[src/rtl/ptr_pkg.sv]
package ptr_pkg;
  localparam int PTR_W  = 20;
  localparam int DATA_W = 16;
  localparam int HI_W   = PTR_W - DATA_W;
  localparam int NUM_SP = 3;

  localparam logic [3:0] SLOT_PC_LO = 4'd0;
  localparam logic [3:0] SLOT_PC_HI = 4'd1;
  localparam logic [3:0] SLOT_SP0   = 4'd2;
  localparam logic [3:0] SLOT_Y_LO  = 4'd8;
  localparam logic [3:0] SLOT_Y_HI  = 4'd9;
  localparam logic [3:0] SLOT_Z_LO  = 4'd10;
  localparam logic [3:0] SLOT_Z_HI  = 4'd11;
  localparam logic [3:0] SLOT_OFS_Y = 4'd12;
  localparam logic [3:0] SLOT_OFS_Z = 4'd13;
endpackage

[src/rtl/ptr_rst_sync.sv]
module ptr_rst_sync (
  input  logic clk,
  input  logic rst_n,
  output logic rst_n_sync
);
  logic [1:0] sr_q;

  always_ff @(posedge clk or negedge rst_n) begin
    if (!rst_n) sr_q <= 2'b00;
    else        sr_q <= {sr_q[0], 1'b1};
  end

  assign rst_n_sync = sr_q[1];
endmodule

[src/rtl/ptr_cnt.sv]
module ptr_cnt #(
  parameter int PW = 20,
  parameter int DW = 16
) (
  input  logic          clk,
  input  logic          rst_ni,
  input  logic          wr_lo,
  input  logic          wr_hi,
  input  logic [DW-1:0] wdata,
  input  logic          step_en,
  input  logic [PW-1:0] step,
  output logic [PW-1:0] q
);
  localparam int HW = PW - DW;

  logic [PW-1:0] q_d;
  logic          en;

  assign en = wr_lo | wr_hi | step_en;

  always_comb begin
    q_d = q;
    if (wr_lo)        q_d = {q[PW-1:DW], wdata};
    else if (wr_hi)   q_d = {wdata[HW-1:0], q[DW-1:0]};
    else if (step_en) q_d = q + step;
  end

  always_ff @(posedge clk or negedge rst_ni) begin
    if (!rst_ni)  q <= '0;
    else if (en)  q <= q_d;
  end

  assert_lo_write_R6: assert property (@(posedge clk) disable iff (!rst_ni)
    wr_lo |=> (q[DW-1:0] == $past(wdata)) && (q[PW-1:DW] == $past(q[PW-1:DW])));

  assert_hi_write_R3: assert property (@(posedge clk) disable iff (!rst_ni)
    (wr_hi && !wr_lo) |=> (q[PW-1:DW] == $past(wdata[HW-1:0])) && (q[DW-1:0] == $past(q[DW-1:0])));

  assert_step_R5: assert property (@(posedge clk) disable iff (!rst_ni)
    (step_en && !wr_lo && !wr_hi) |=> (q == $past(q) + $past(step)));

  assert_hold_R2: assert property (@(posedge clk) disable iff (!rst_ni)
    (!step_en && !wr_lo && !wr_hi) |=> $stable(q));
endmodule

[src/rtl/ptr_agu.sv]
module ptr_agu #(
  parameter int PW = 20,
  parameter int DW = 16
) (
  input  logic [PW-1:0] y,
  input  logic [PW-1:0] z,
  input  logic [DW-1:0] ofs_y,
  input  logic [DW-1:0] ofs_z,
  input  logic          sel_y,
  input  logic          sel_z,
  input  logic          ofs_add,
  output logic [PW-1:0] ea
);
  logic [PW-1:0] base;
  logic [DW-1:0] ofs;
  logic [PW-1:0] sum;

  always_comb begin
    base = '0;
    ofs  = '0;
    if (sel_y) begin
      base = y;
      ofs  = ofs_y;
    end else if (sel_z) begin
      base = z;
      ofs  = ofs_z;
    end
  end

  assign sum = base + {{(PW-DW){1'b0}}, ofs};
  assign ea  = ofs_add ? sum : base;
endmodule

[src/rtl/ptr_reg_unit.sv]
module ptr_reg_unit
  import ptr_pkg::*;
(
  input  logic                    clk,
  input  logic                    rst_n,
  input  logic                    cs,
  input  logic                    we,
  input  logic                    re,
  input  logic [PTR_W-1:0]        addr,
  input  logic [DATA_W-1:0]       wdata,
  output logic [DATA_W-1:0]       rdata,
  input  logic                    pc_adv,
  input  logic [1:0]              pc_step,
  input  logic [NUM_SP-1:0]       sp_inc,
  input  logic [NUM_SP-1:0]       sp_dec,
  input  logic                    sel_y,
  input  logic                    sel_z,
  input  logic                    ofs_add,
  output logic [PTR_W-1:0]        pc_q,
  output logic [NUM_SP*PTR_W-1:0] sp_q,
  output logic [PTR_W-1:0]        ea
);
  localparam int NSLOT = 16;

  logic             rst_n_s;
  logic             hit;
  logic             wr;
  logic [3:0]       slot;
  logic [NSLOT-1:0] wr_slot;
  logic [PTR_W-1:0] y_q;
  logic [PTR_W-1:0] z_q;
  logic [DATA_W-1:0] ofs_y_q, ofs_y_d;
  logic [DATA_W-1:0] ofs_z_q, ofs_z_d;

  ptr_rst_sync u_rst (.clk(clk), .rst_n(rst_n), .rst_n_sync(rst_n_s));

  assign hit  = (addr[PTR_W-1:4] == {{(PTR_W-5){1'b0}}, 1'b1});
  assign slot = addr[3:0];
  assign wr   = cs & we & hit;

  always_comb begin
    wr_slot = '0;
    if (wr) wr_slot[slot] = 1'b1;
  end

  ptr_cnt #(.PW(PTR_W), .DW(DATA_W)) u_pc (
    .clk(clk), .rst_ni(rst_n_s),
    .wr_lo(wr_slot[SLOT_PC_LO]), .wr_hi(wr_slot[SLOT_PC_HI]), .wdata(wdata),
    .step_en(pc_adv), .step({{(PTR_W-2){1'b0}}, pc_step}), .q(pc_q)
  );

  for (genvar k = 0; k < NUM_SP; k++) begin : g_sp
    localparam int LO = int'(SLOT_SP0) + 2*k;
    logic             s_en;
    logic [PTR_W-1:0] s_step;
    assign s_en   = sp_inc[k] ^ sp_dec[k];
    assign s_step = sp_inc[k] ? {{(PTR_W-1){1'b0}}, 1'b1} : {PTR_W{1'b1}};
    ptr_cnt #(.PW(PTR_W), .DW(DATA_W)) u_sp (
      .clk(clk), .rst_ni(rst_n_s),
      .wr_lo(wr_slot[LO]), .wr_hi(wr_slot[LO+1]), .wdata(wdata),
      .step_en(s_en), .step(s_step), .q(sp_q[k*PTR_W +: PTR_W])
    );
  end

  ptr_cnt #(.PW(PTR_W), .DW(DATA_W)) u_y (
    .clk(clk), .rst_ni(rst_n_s),
    .wr_lo(wr_slot[SLOT_Y_LO]), .wr_hi(wr_slot[SLOT_Y_HI]), .wdata(wdata),
    .step_en(1'b0), .step('0), .q(y_q)
  );

  ptr_cnt #(.PW(PTR_W), .DW(DATA_W)) u_z (
    .clk(clk), .rst_ni(rst_n_s),
    .wr_lo(wr_slot[SLOT_Z_LO]), .wr_hi(wr_slot[SLOT_Z_HI]), .wdata(wdata),
    .step_en(1'b0), .step('0), .q(z_q)
  );

  always_comb begin
    ofs_y_d = wr_slot[SLOT_OFS_Y] ? wdata : ofs_y_q;
    ofs_z_d = wr_slot[SLOT_OFS_Z] ? wdata : ofs_z_q;
  end

  always_ff @(posedge clk or negedge rst_n_s) begin
    if (!rst_n_s) begin
      ofs_y_q <= '0;
      ofs_z_q <= '0;
    end else begin
      if (wr_slot[SLOT_OFS_Y]) ofs_y_q <= ofs_y_d;
      if (wr_slot[SLOT_OFS_Z]) ofs_z_q <= ofs_z_d;
    end
  end

  ptr_agu #(.PW(PTR_W), .DW(DATA_W)) u_agu (
    .y(y_q), .z(z_q), .ofs_y(ofs_y_q), .ofs_z(ofs_z_q),
    .sel_y(sel_y), .sel_z(sel_z), .ofs_add(ofs_add), .ea(ea)
  );

  // Read path: combinational, same-cycle
  always_comb begin
    rdata = '0;
    if (cs && re && hit) begin
      unique case (slot)
        SLOT_PC_LO: rdata = pc_q[DATA_W-1:0];
        SLOT_PC_HI: rdata = {{(DATA_W-HI_W){1'b0}}, pc_q[PTR_W-1:DATA_W]};
        SLOT_Y_LO:  rdata = y_q[DATA_W-1:0];
        SLOT_Y_HI:  rdata = {{(DATA_W-HI_W){1'b0}}, y_q[PTR_W-1:DATA_W]};
        SLOT_Z_LO:  rdata = z_q[DATA_W-1:0];
        SLOT_Z_HI:  rdata = {{(DATA_W-HI_W){1'b0}}, z_q[PTR_W-1:DATA_W]};
        SLOT_OFS_Y: rdata = ofs_y_q;
        SLOT_OFS_Z: rdata = ofs_z_q;
        4'd2, 4'd4, 4'd6: rdata = sp_q[((int'(slot)-2)/2)*PTR_W +: DATA_W];
        4'd3, 4'd5, 4'd7: rdata = {{(DATA_W-HI_W){1'b0}},
                                   sp_q[((int'(slot)-3)/2)*PTR_W + DATA_W +: HI_W]};
        default:    rdata = '0;
      endcase
    end
  end

  assert_rdata_idle_R2: assert property (@(posedge clk) disable iff (!rst_n_s)
    !(cs && re && hit) |-> (rdata == '0));

  assert_ea_base_y_R7: assert property (@(posedge clk) disable iff (!rst_n_s)
    (sel_y && !ofs_add) |-> (ea == y_q));

  assert_ea_base_z_R7: assert property (@(posedge clk) disable iff (!rst_n_s)
    (!sel_y && sel_z && !ofs_add) |-> (ea == z_q));

  assert_ea_none_R8: assert property (@(posedge clk) disable iff (!rst_n_s)
    (!sel_y && !sel_z) |-> (ea == '0));
endmodule

[config.mk]
export PLATFORM = sky130hd
export DESIGN_NAME = ptr_reg_unit
export DESIGN_NICKNAME = d
export VERILOG_FILES = /design/src/rtl/ptr_pkg.sv /design/src/rtl/ptr_rst_sync.sv /design/src/rtl/ptr_cnt.sv /design/src/rtl/ptr_agu.sv /design/src/rtl/ptr_reg_unit.sv
export SDC_FILE = /design/constraint.sdc
export NUM_CORES = 1
export LEC_CHECK = 0
export ABC_CLOCK_PERIOD_IN_PS = 7200
export BUFFER_PORTS_ARGS = -buffer_cell sky130_fd_sc_hd__buf_2
export CAP_MARGIN = 30
export CORE_MARGIN = 4
export CORE_UTILIZATION = 45
export DETAILED_ROUTE_END_ITERATION = 12
export PLACE_DENSITY_LB_ADDON = 0.08
export RECOVER_POWER = 100
export SLEW_MARGIN = 20
export SYNTH_ARGS = -nofsm -noshare
export SYNTH_HDL_FRONTEND = slang
export SYNTH_HIERARCHICAL = 1
export SYNTH_SLANG_ARGS = --single-unit
[constraint.sdc]
create_clock -name clk -period 7.2 [get_ports clk]
set_input_delay 1.08 -clock clk [delete_from_list [all_inputs] [get_ports clk]]
set_output_delay 1.08 -clock clk [all_outputs]
set_load 0.02 [all_outputs]
* After elaboration in Yosys (flattened, before gate mapping)
Index checks and enable logic that the tools add are counted.
** Word-level totals
- Register bits :: 154
- Memories :: 0
- Latch bits :: 0
- Bits in writable memories :: 0
- Bits in read-only memories :: 0
- Input port bits :: 53
** Operators by class
- Mux-type cells :: 27
- Add/subtract/negate cells :: 10
- Magnitude comparators :: 2
- Div/mod/pow operators :: 0
- Reductions and logical operators :: 26
- $mul :: 2
- Bitwise operators :: 23
- Shift-type cells :: 2
- Eq/ne operators :: 18
** Operators with widths (count)
- 20-bit two-way mux :: 14
- 16-bit case mux with 10 select lines :: 1
- 16-bit two-way mux :: 9
- 32-bit by 1-bit adder with 32-bit output :: 2
- 32-bit by 4-bit multiplier with 30-bit output (second input constant) :: 2
- 20-bit adder :: 3
- 60-bit by 32-bit indexed part select with 16-bit output :: 1
- 60-bit by 32-bit indexed part select with 4-bit output :: 1
- 32-bit by 6-bit adder with 32-bit output (second input constant) :: 1
- 3-bit AND reduction :: 10
- 4-bit equality test (second input constant) :: 6
- 20-bit by 16-bit adder with 20-bit output :: 1
- 20-bit by 2-bit adder with 20-bit output :: 1
- 16-bit by 1-bit equality test with 1-bit output (second input constant) :: 1
- 4-bit by 3-bit equality test with 1-bit output (second input constant) :: 4
- 2-bit nonzero test :: 8
- 14-bit two-way mux :: 1
- 1-bit OR :: 10
- 4-bit by 2-bit subtractor with 5-bit output (second input constant) :: 2
- 4-bit by 2-bit equality test with 1-bit output (second input constant) :: 2
- 2-bit != test (second input constant) :: 4
- 1-bit NOT :: 6
- 3-bit OR reduction :: 2
- 4-bit by 5-bit < comparator with 1-bit output (second input constant) :: 1
- 9 further kinds :: 17

* Longest topological paths before layout
Gate-level depths: netlist (run 1).
- Word-level depth :: 8
- Mapped depth :: 20
- Mapped depth without buffers :: 18

* Modules after synthesis
Netlist (run 1), hierarchy kept.
** By module, submodules not included
- ptr_cnt at g_sp[0].u_sp ... :: area each 1874.3 um^2, cells an instance 221, times used 5, sequential area each 500.5 um^2
- ptr_reg_unit :: area each 5424.0 um^2, cells an instance 626, times used 1, sequential area each 800.8 um^2
- ptr_cnt at g_sp[1].u_sp :: area each 1906.8 um^2, cells an instance 211, times used 1, sequential area each 500.5 um^2
- ptr_agu :: area each 1505.2 um^2, cells an instance 215, times used 1, sequential area each 0.0 um^2
- ptr_rst_sync :: area each 53.8 um^2, cells an instance 3, times used 1, sequential area each 50.0 um^2

* Least setup slack after synthesis (run 1)
OpenSTA, ideal clock, no wires.
- Path type :: input port to output port
- Start point :: in addr[3]
- End point :: out rdata[3]
- Stages :: 20
- Setup slack :: 0.884 ns
- Buffers on the path :: 6
- Data arrival time :: 5.236 ns
- Cells stage by stage :: buf_2 buf_2 buf_1 clkbuf_1 nor4_1 ha_1 ha_1 xor2_4 xor2_4 buf_2 and2_1 ha_1 ha_1 clkbuf_1 nand3_1 o211ai_1 nand3_1 o211ai_1 nand3_1 a31oi_1
** On the way
- Cells in the longest elaborated chain, start to end :: 8
** RTL lines
- start: declaration :: line ptr_reg_unit.sv:9 : input logic [PTR_W-1:0] addr,
- 4-bit by 2-bit subtractor with 5-bit output :: line ptr_reg_unit.sv:112 : sp_q[((int'(slot)-3)/2)*PTR_W + DATA_W +: HI_W]};
- 1-bit AND (no line)
- 32-bit by 1-bit adder with 32-bit output (no line)
- 32-bit by 4-bit multiplier with 30-bit output :: line ptr_reg_unit.sv:112
- 32-bit by 6-bit adder with 32-bit output :: line ptr_reg_unit.sv:112
- 60-bit by 32-bit indexed part select with 4-bit output :: line ptr_reg_unit.sv:112
- 16-bit case mux with 10 select lines (*) :: line ptr_reg_unit.sv:101 : unique case (slot)
- 16-bit two-way mux (*) :: line ptr_reg_unit.sv:100 : if (cs && re && hit) begin
- end: declaration :: line ptr_reg_unit.sv:11 : output logic [DATA_W-1:0] rdata,
Every way passes the cells marked *; elsewhere a longest branch is shown, timed or not.

* Final worst setup path (run 1)
Same ends and word-level chain as after synthesis.

==> results_dict.tcl, run 1 <==
set metrics [dict create \
    start_kind "input port" \
    maxSlewViolCount 200 \
    fmax_ghz 0.149 \
    r2r_slack_ns 1.87 \
    critPathLaunch "addr[3]" \
    numCtsBuffers 17 \
    post_cts_resized 0 \
    clk-insertion-delay-late_ns 0.45 \
    std_cell_rows 73 \
    clockBufferDepth 2 \
    core_area_um2 39900 \
    routabilityCongestion 0.957 \
    die_w_um 209 \
    clk_pin_slew_ns 0.06 \
    finalSetupViolCount 0 \
    wl_per_cell_um 23.8 \
    r2r_start "u_rst/sr_q[1]" \
    powerDensity_nw_per_um2 410 \
    io_pins 169 \
    fin_crit_ns 6.73 \
    rr_endpoint "u_z/q[11]" \
    holdPathEnd "u_rst/sr_q[1]" \
    final_hold_viol_count 0 \
    p_clk_frac 0.117 \
    stdcell_count 2873 \
    finalCritPeriodShare 0.934 \
    critPathTopFamily "adder cells" \
    yosysSeqAreaShare 0.211 \
    leakage_uw 0.00887 \
    violations "capacitance limit, slew limit" \
    ctsHoldBuffers 0 \
    synth_area_leaders "dfrtp_1 (21%), ha_1 (10%), mux2i_1 (6.2%)" \
    pwr-share-seq 0.262 \
    internal_power_uw 3960 \
    port_buffers 168 \
    drt_iter0_markers 1689 \
    gr-usage-met1 0.391 \
    clock-sinks 154 \
    cp.arrival_ns 5.65 \
    synth-edff-count 0 \
    relSlewSlack -0.527 \
    rsz0062_at_grt "false" \
    htreeDepth 4 \
    postCtsSetupBuffers 0 \
    synth.top_cell.area_share 0.211 \
    track_usage 0.301 \
    setup_tns_ns 0 \
    ant_nets 0 \
    gr-total-overflow 0 \
    critical-path-max-stage-delay_ns 0.55 \
    crit_chain "clkbuf_1 > buf_4 > nor4_1 > ha_1 > ha_1 > xor2_1 > xor2_4 > and2_1 > ha_1 > ha_1 > nand3_1 > o211ai_1 > nand3_1 > o211ai_1 > nand3_1 > a31oi_1 > buf_2" \
    worstPathRequired_ns 6.12 \
    area_delta_synth_final_pct 10.5 \
    drive_gt1_frac 0.0955 \
    ys.flop_type "dfrtp_1" \
    whs_path_depth 0 \
    grt_pass1_wl_um 103000 \
    viasPerCell 6.27 \
    grt_max_degree 69 \
    report.power.total_uw 8280 \
    drc_errors 0 \
    yosysWarnings 6 \
    die_height_um 209 \
    p_sw_uw 4320 \
    yosysMostFrequentCell "nand2_1" \
    cts_tree "yes" \
    syn_inst 2160 \
    met3_usage 0.0555 \
    swShare 0.522 \
    hold_class "flop to flop" \
    post_synth.cell_area_avg_um2 8.45 \
    floorplan.initialDensity 0.458 \
    drv_cap 4 \
    yosysUniqueCellTypes 94 \
    endpoint_kind "output port" \
    path_max_fanout 43 \
    synth_commonest_cells "nand2_1 (199), o21ai_0 (177), a21oi_1 (172)" \
    yosysTopAreaCell "dfrtp_1" \
    fin_skew_ns 0.00988 \
    vias 18018 \
    antenna_found_initial 0 \
    first_pass_iters 10 \
    wirelength_um 68400 \
    tightest_slew_ns 2.29 \
    dp_cells 2838 \
    cpMaxStageDelayCell "xor2_1" \
    syn_area_um2 18300 \
    critPathBufInv 3 \
    holdCritStartpoint "u_rst/sr_q[0]" \
    cpMostUsedCell "ha_1" \
    status "finished with violations" \
    reg2reg_depth 2 \
    place_hpwl_um 50700 \
    met2_usage 0.498 \
    final_util 0.506 \
    nNetsFinal 2542 \
    grt_busiest_layer "met2" \
    crit_type "input port to output port" \
    synth_seq_cells 154 \
    ir_drop_mv 0.222 \
    async_flop_share 1.00 \
    ctsRootBufferMaster "clkbuf_16" \
    grt_pass1_vias 17104 \
    combinationalPowerShare 0.621 \
    die-area_um2 43900 \
]
==> per-stage QoR <==
stage               worst slack, ns  hold slack (ns)  area (um2)
global placement              0.781            0.338       19700
CTS                           0.702            0.355       20400
detailed placement            0.699            0.340       19700
floorplan                     0.884            0.331       18600
finish                        0.472            0.354       20200
global route                  0.232            0.370       20200
==> final cells by class <==
| type | count | area [um2] |
|---|---|---|
| inverters | 61 | 229 |
| clock inverters | 9 | 135 |
| clock buffers | 23 | 478 |
| repair buffers | 186 | 813 |
| diodes | 2 | 5.00 |
| multi-input cells | 1913 | 14000 |
| flip-flops and latches | 154 | 3850 |
| well taps | 525 | 657 |
| fillers | 3941 | 19700 |
==> flip-flops by register name, indices dropped and copies added, names as in the netlist <==
register / cells
u_z/q: 20
g_sp.u_sp/q: 60
u_rst/sr_q: 2
ofs_y_q: 16
ofs_z_q: 16
u_pc/q: 20
u_y/q: 20
==> cells in the final DEF, fill, tap and decap left out, drive strengths merged, types with 61 or more instances in the layout <==
cell type | Yosys | layout
conb | 3 | 82
clkbuf | 82 | 140
mux2 | 62 | 62
nor2 | 130 | 130
ha | 147 | 147
inv | 60 | 62
buf | 29 | 69
nand2 | 199 | 199
dfrtp | 154 | 154
o21ai | 203 | 203
xor2 | 61 | 61
a21oi | 176 | 176
mux2i | 114 | 114
==> cells by family after synthesis <==
logic type	share of synthesized area
compound gates	0.272
mux	0.139
other cells	0.000617
simple gates	0.168
fa+ha+maj	0.111
buf+inv	0.0382
xor+xnor	0.0605
flops	0.211
==> power by group through the flow <==
| stage | registers [uW] | logic, uW | clock network, uW |
|---|---|---|---|
| floorplan | 1910 | 3710 | 0 |
| global placement | 2150 | 5020 | 0 |
| detailed placement | 2150 | 5060 | 0 |
| CTS | 2140 | 5080 | 980 |
| global route | 2180 | 5680 | 1020 |
| finish | 2170 | 5140 | 969 |
==> worst max-delay path by stage <==
stage,end,cells past startpoint
5_1_grt,rdata[3],17
6_report,rdata[3],17
2_1_floorplan,rdata[3],20
3_5_place_dp,rdata[3],16
3_3_place_gp,rdata[3],16
4_1_cts,rdata[3],16
==> worst register-to-register path, cell delays in order, from the launching register on <==
cell and delay, ns:
dfrtp_1 1.88, clkbuf_1 1.74, clkbuf_2 1.43
==> layer usage <==
layer | wire length, um | part of all wire
met1 | 28500 | 0.42
met2 | 32400 | 0.47
met3 | 4740 | 0.069
met4 | 2810 | 0.041
met5 | 0 | 0
Power figures use the tool's default switching activity.
==> inputs of run 2 (changes only) <==
Settings changed: ABC_CLOCK_PERIOD_IN_PS 7200 to 5400, GPL_ROUTABILITY_DRIVEN from default to 0.
Clock period 7.2 ns to 5.4 ns, I/O delays scaled along.
==> run 2 against run 1 <==
The run still ends with capacitance limit, slew limit left. Routed wire length down 1.0%. Cell area is 1.6% higher. Sequential power up 31%.
==> results_dict.tcl, run 2 (synthesis results as in run 1) <==
set metrics [dict create \
    leakage_uw 0.00901 \
    grt_pass1_vias 17085 \
    first_pass_iters 7 \
    p_clk_frac 0.115 \
    combinationalPowerShare 0.626 \
    dp_slack_ns 0.123 \
    wirelength_um 67700 \
    area_delta_synth_final_pct 12.3 \
    violations "capacitance limit, slew limit" \
    swShare 0.522 \
    final_hold_viol_count 0 \
    postPlaceCellArea_um2 20000 \
    dp_cells 2863 \
    ctsHoldBuffers 0 \
    cpMaxStageDelayCell "or4_1" \
    critPathBufInv 3 \
    die_w_um 209 \
    critical-path-max-stage-delay_ns 0.54 \
    antenna_found_initial 4 \
    floorplan.initialDensity 0.458 \
    die_height_um 209 \
    ant_nets 0 \
    finalSetupViolCount 0 \
    fin_area_um2 20500 \
    pwr-share-seq 0.259 \
    crit_chain "buf_2 > nor2_1 > and3_1 > ha_4 > nor2b_1 > a211oi_1 > nor2_1 > o21ai_0 > ha_1 > ha_1 > inv_1 > fa_1 > xnor2_1 > nand2b_1 > o21a_1 > a21oi_1 > or4_1 > a31oi_4 > clkbuf_2" \
    path_max_fanout 4 \
    hold_class "input port to asynchronous set/reset pin" \
    drv_cap 1 \
    fin_crit_ns 5.18 \
    status "finished with violations" \
    cts_tree "yes" \
    finalCritPeriodShare 0.959 \
    clk_pin_slew_ns 0.07 \
    grt_max_degree 153 \
    fin_ws_ns 0.222 \
    critPathTopFamily "simple AND/OR/NAND/NOR gates" \
    die-area_um2 43900 \
    vias 18055 \
    track_usage 0.298 \
    maxSlewViolCount 153 \
    largest_reg_flops 60 \
    place_hpwl_um 50100 \
    start_kind "input port" \
    port_buffers 168 \
    ir_drop_mv 0.324 \
    nNetsFinal 2567 \
    numCtsBuffers 17 \
    io_pins 169 \
    clk-insertion-delay-late_ns 0.45 \
    drive_gt1_frac 0.116 \
    hold_slack_ns 0.130 \
    drt_iter0_markers 1639 \
    layout_commonest_cell "nand2_1" \
    core_area_um2 39900 \
    top_register "g_sp.u_sp/q" \
    p_sw_uw 5730 \
    powerDensity_nw_per_um2 535 \
    tightest_slew_ns 4.12 \
    final_util 0.514 \
    grt_pass1_wl_um 103000 \
    clockBufferDepth 2 \
    fmax_ghz 0.193 \
    rsz0062_at_grt "false" \
    stdcell_count 2900 \
    wl_per_cell_um 23.3 \
    cp.arrival_ns 4.37 \
    viasPerCell 6.23 \
    gr-total-overflow 0 \
    internal_power_uw 5240 \
    htreeDepth 4 \
    std_cell_rows 73 \
    worstPathRequired_ns 4.59 \
    relSlewSlack -1.75 \
    drc_errors 0 \
    ctsRootBufferMaster "clkbuf_16" \
    endpoint_kind "output port" \
    fin_skew_ns 0.0122 \
    crit_type "input port to output port" \
    clock-sinks 154 \
    final_cell_mix "nand2_1 (199), o21ai_0 (185), a21oi_1 (170)" \
]
[run 2: cell types whose count changed in the layout (fill, tap and decap cells not counted), sizes merged]
cell      delta
inv          +1
clkbuf       -4
clkinvlp     +4
bufinv       -1
buf         +26
clkinv       -1
diode        +2
[run 2: repair_timing]
item	in CTS	in global routing
setup endpoints to repair	0	8
resized for setup	0	8
setup buffers	0	0
[run 2: layer usage]
layer / wire (um) / share of wire / track usage
met1: 29500 / 0.44 / 0.398
met5: 0 / 0 / 0
met2: 31300 / 0.46 / 0.488
met3: 4050 / 0.060 / 0.0438
met4: 2860 / 0.042 / 0.117
[run 2: final cells by class]
cell class	count	area (um2)
fillers	3925	19400
multi-input cells	1913	14100
flip-flops and latches	154	3860
repair buffers	211	1040
well taps	525	657
clock buffers	20	457
inverters	61	229
clock inverters	12	139
diodes	4	10.0
[run 2: final timing paths]
kind,start,to,slack [ns],cells past startpoint
setup / recovery,addr[3],rdata[0],0.22,19
hold / removal,rst_n,u_rst/sr_q[1],0.13,1
setup reg to reg,u_rst/sr_q[1],g_sp[2].u_sp/q[11],1.19,1
hold reg to reg,u_rst/sr_q[0],u_rst/sr_q[1],0.35,0
max in group asynchronous,u_rst/sr_q[1],g_sp[2].u_sp/q[11],1.19,1
min in group clk,u_rst/sr_q[0],u_rst/sr_q[1],0.35,0
[run 2: per-stage QoR]
stage          TNS (ns)  power, uW
2_1_floorplan  -0.00892       7500
3_3_place_gp          0       9510
3_5_place_dp          0       9580
4_1_cts               0      10900
5_1_grt               0      11800
6_report              0      11000
[run 2: power groups by stage]
stage / registers (uW) / logic [uW] / clock network [uW]
after global routing: 2870 / 7570 / 1320
after global placement: 2830 / 6680 / 0
final: 2840 / 6870 / 1260
after CTS: 2810 / 6780 / 1270
after floorplan: 2540 / 4950 / 0
after detailed placement: 2830 / 6750 / 0
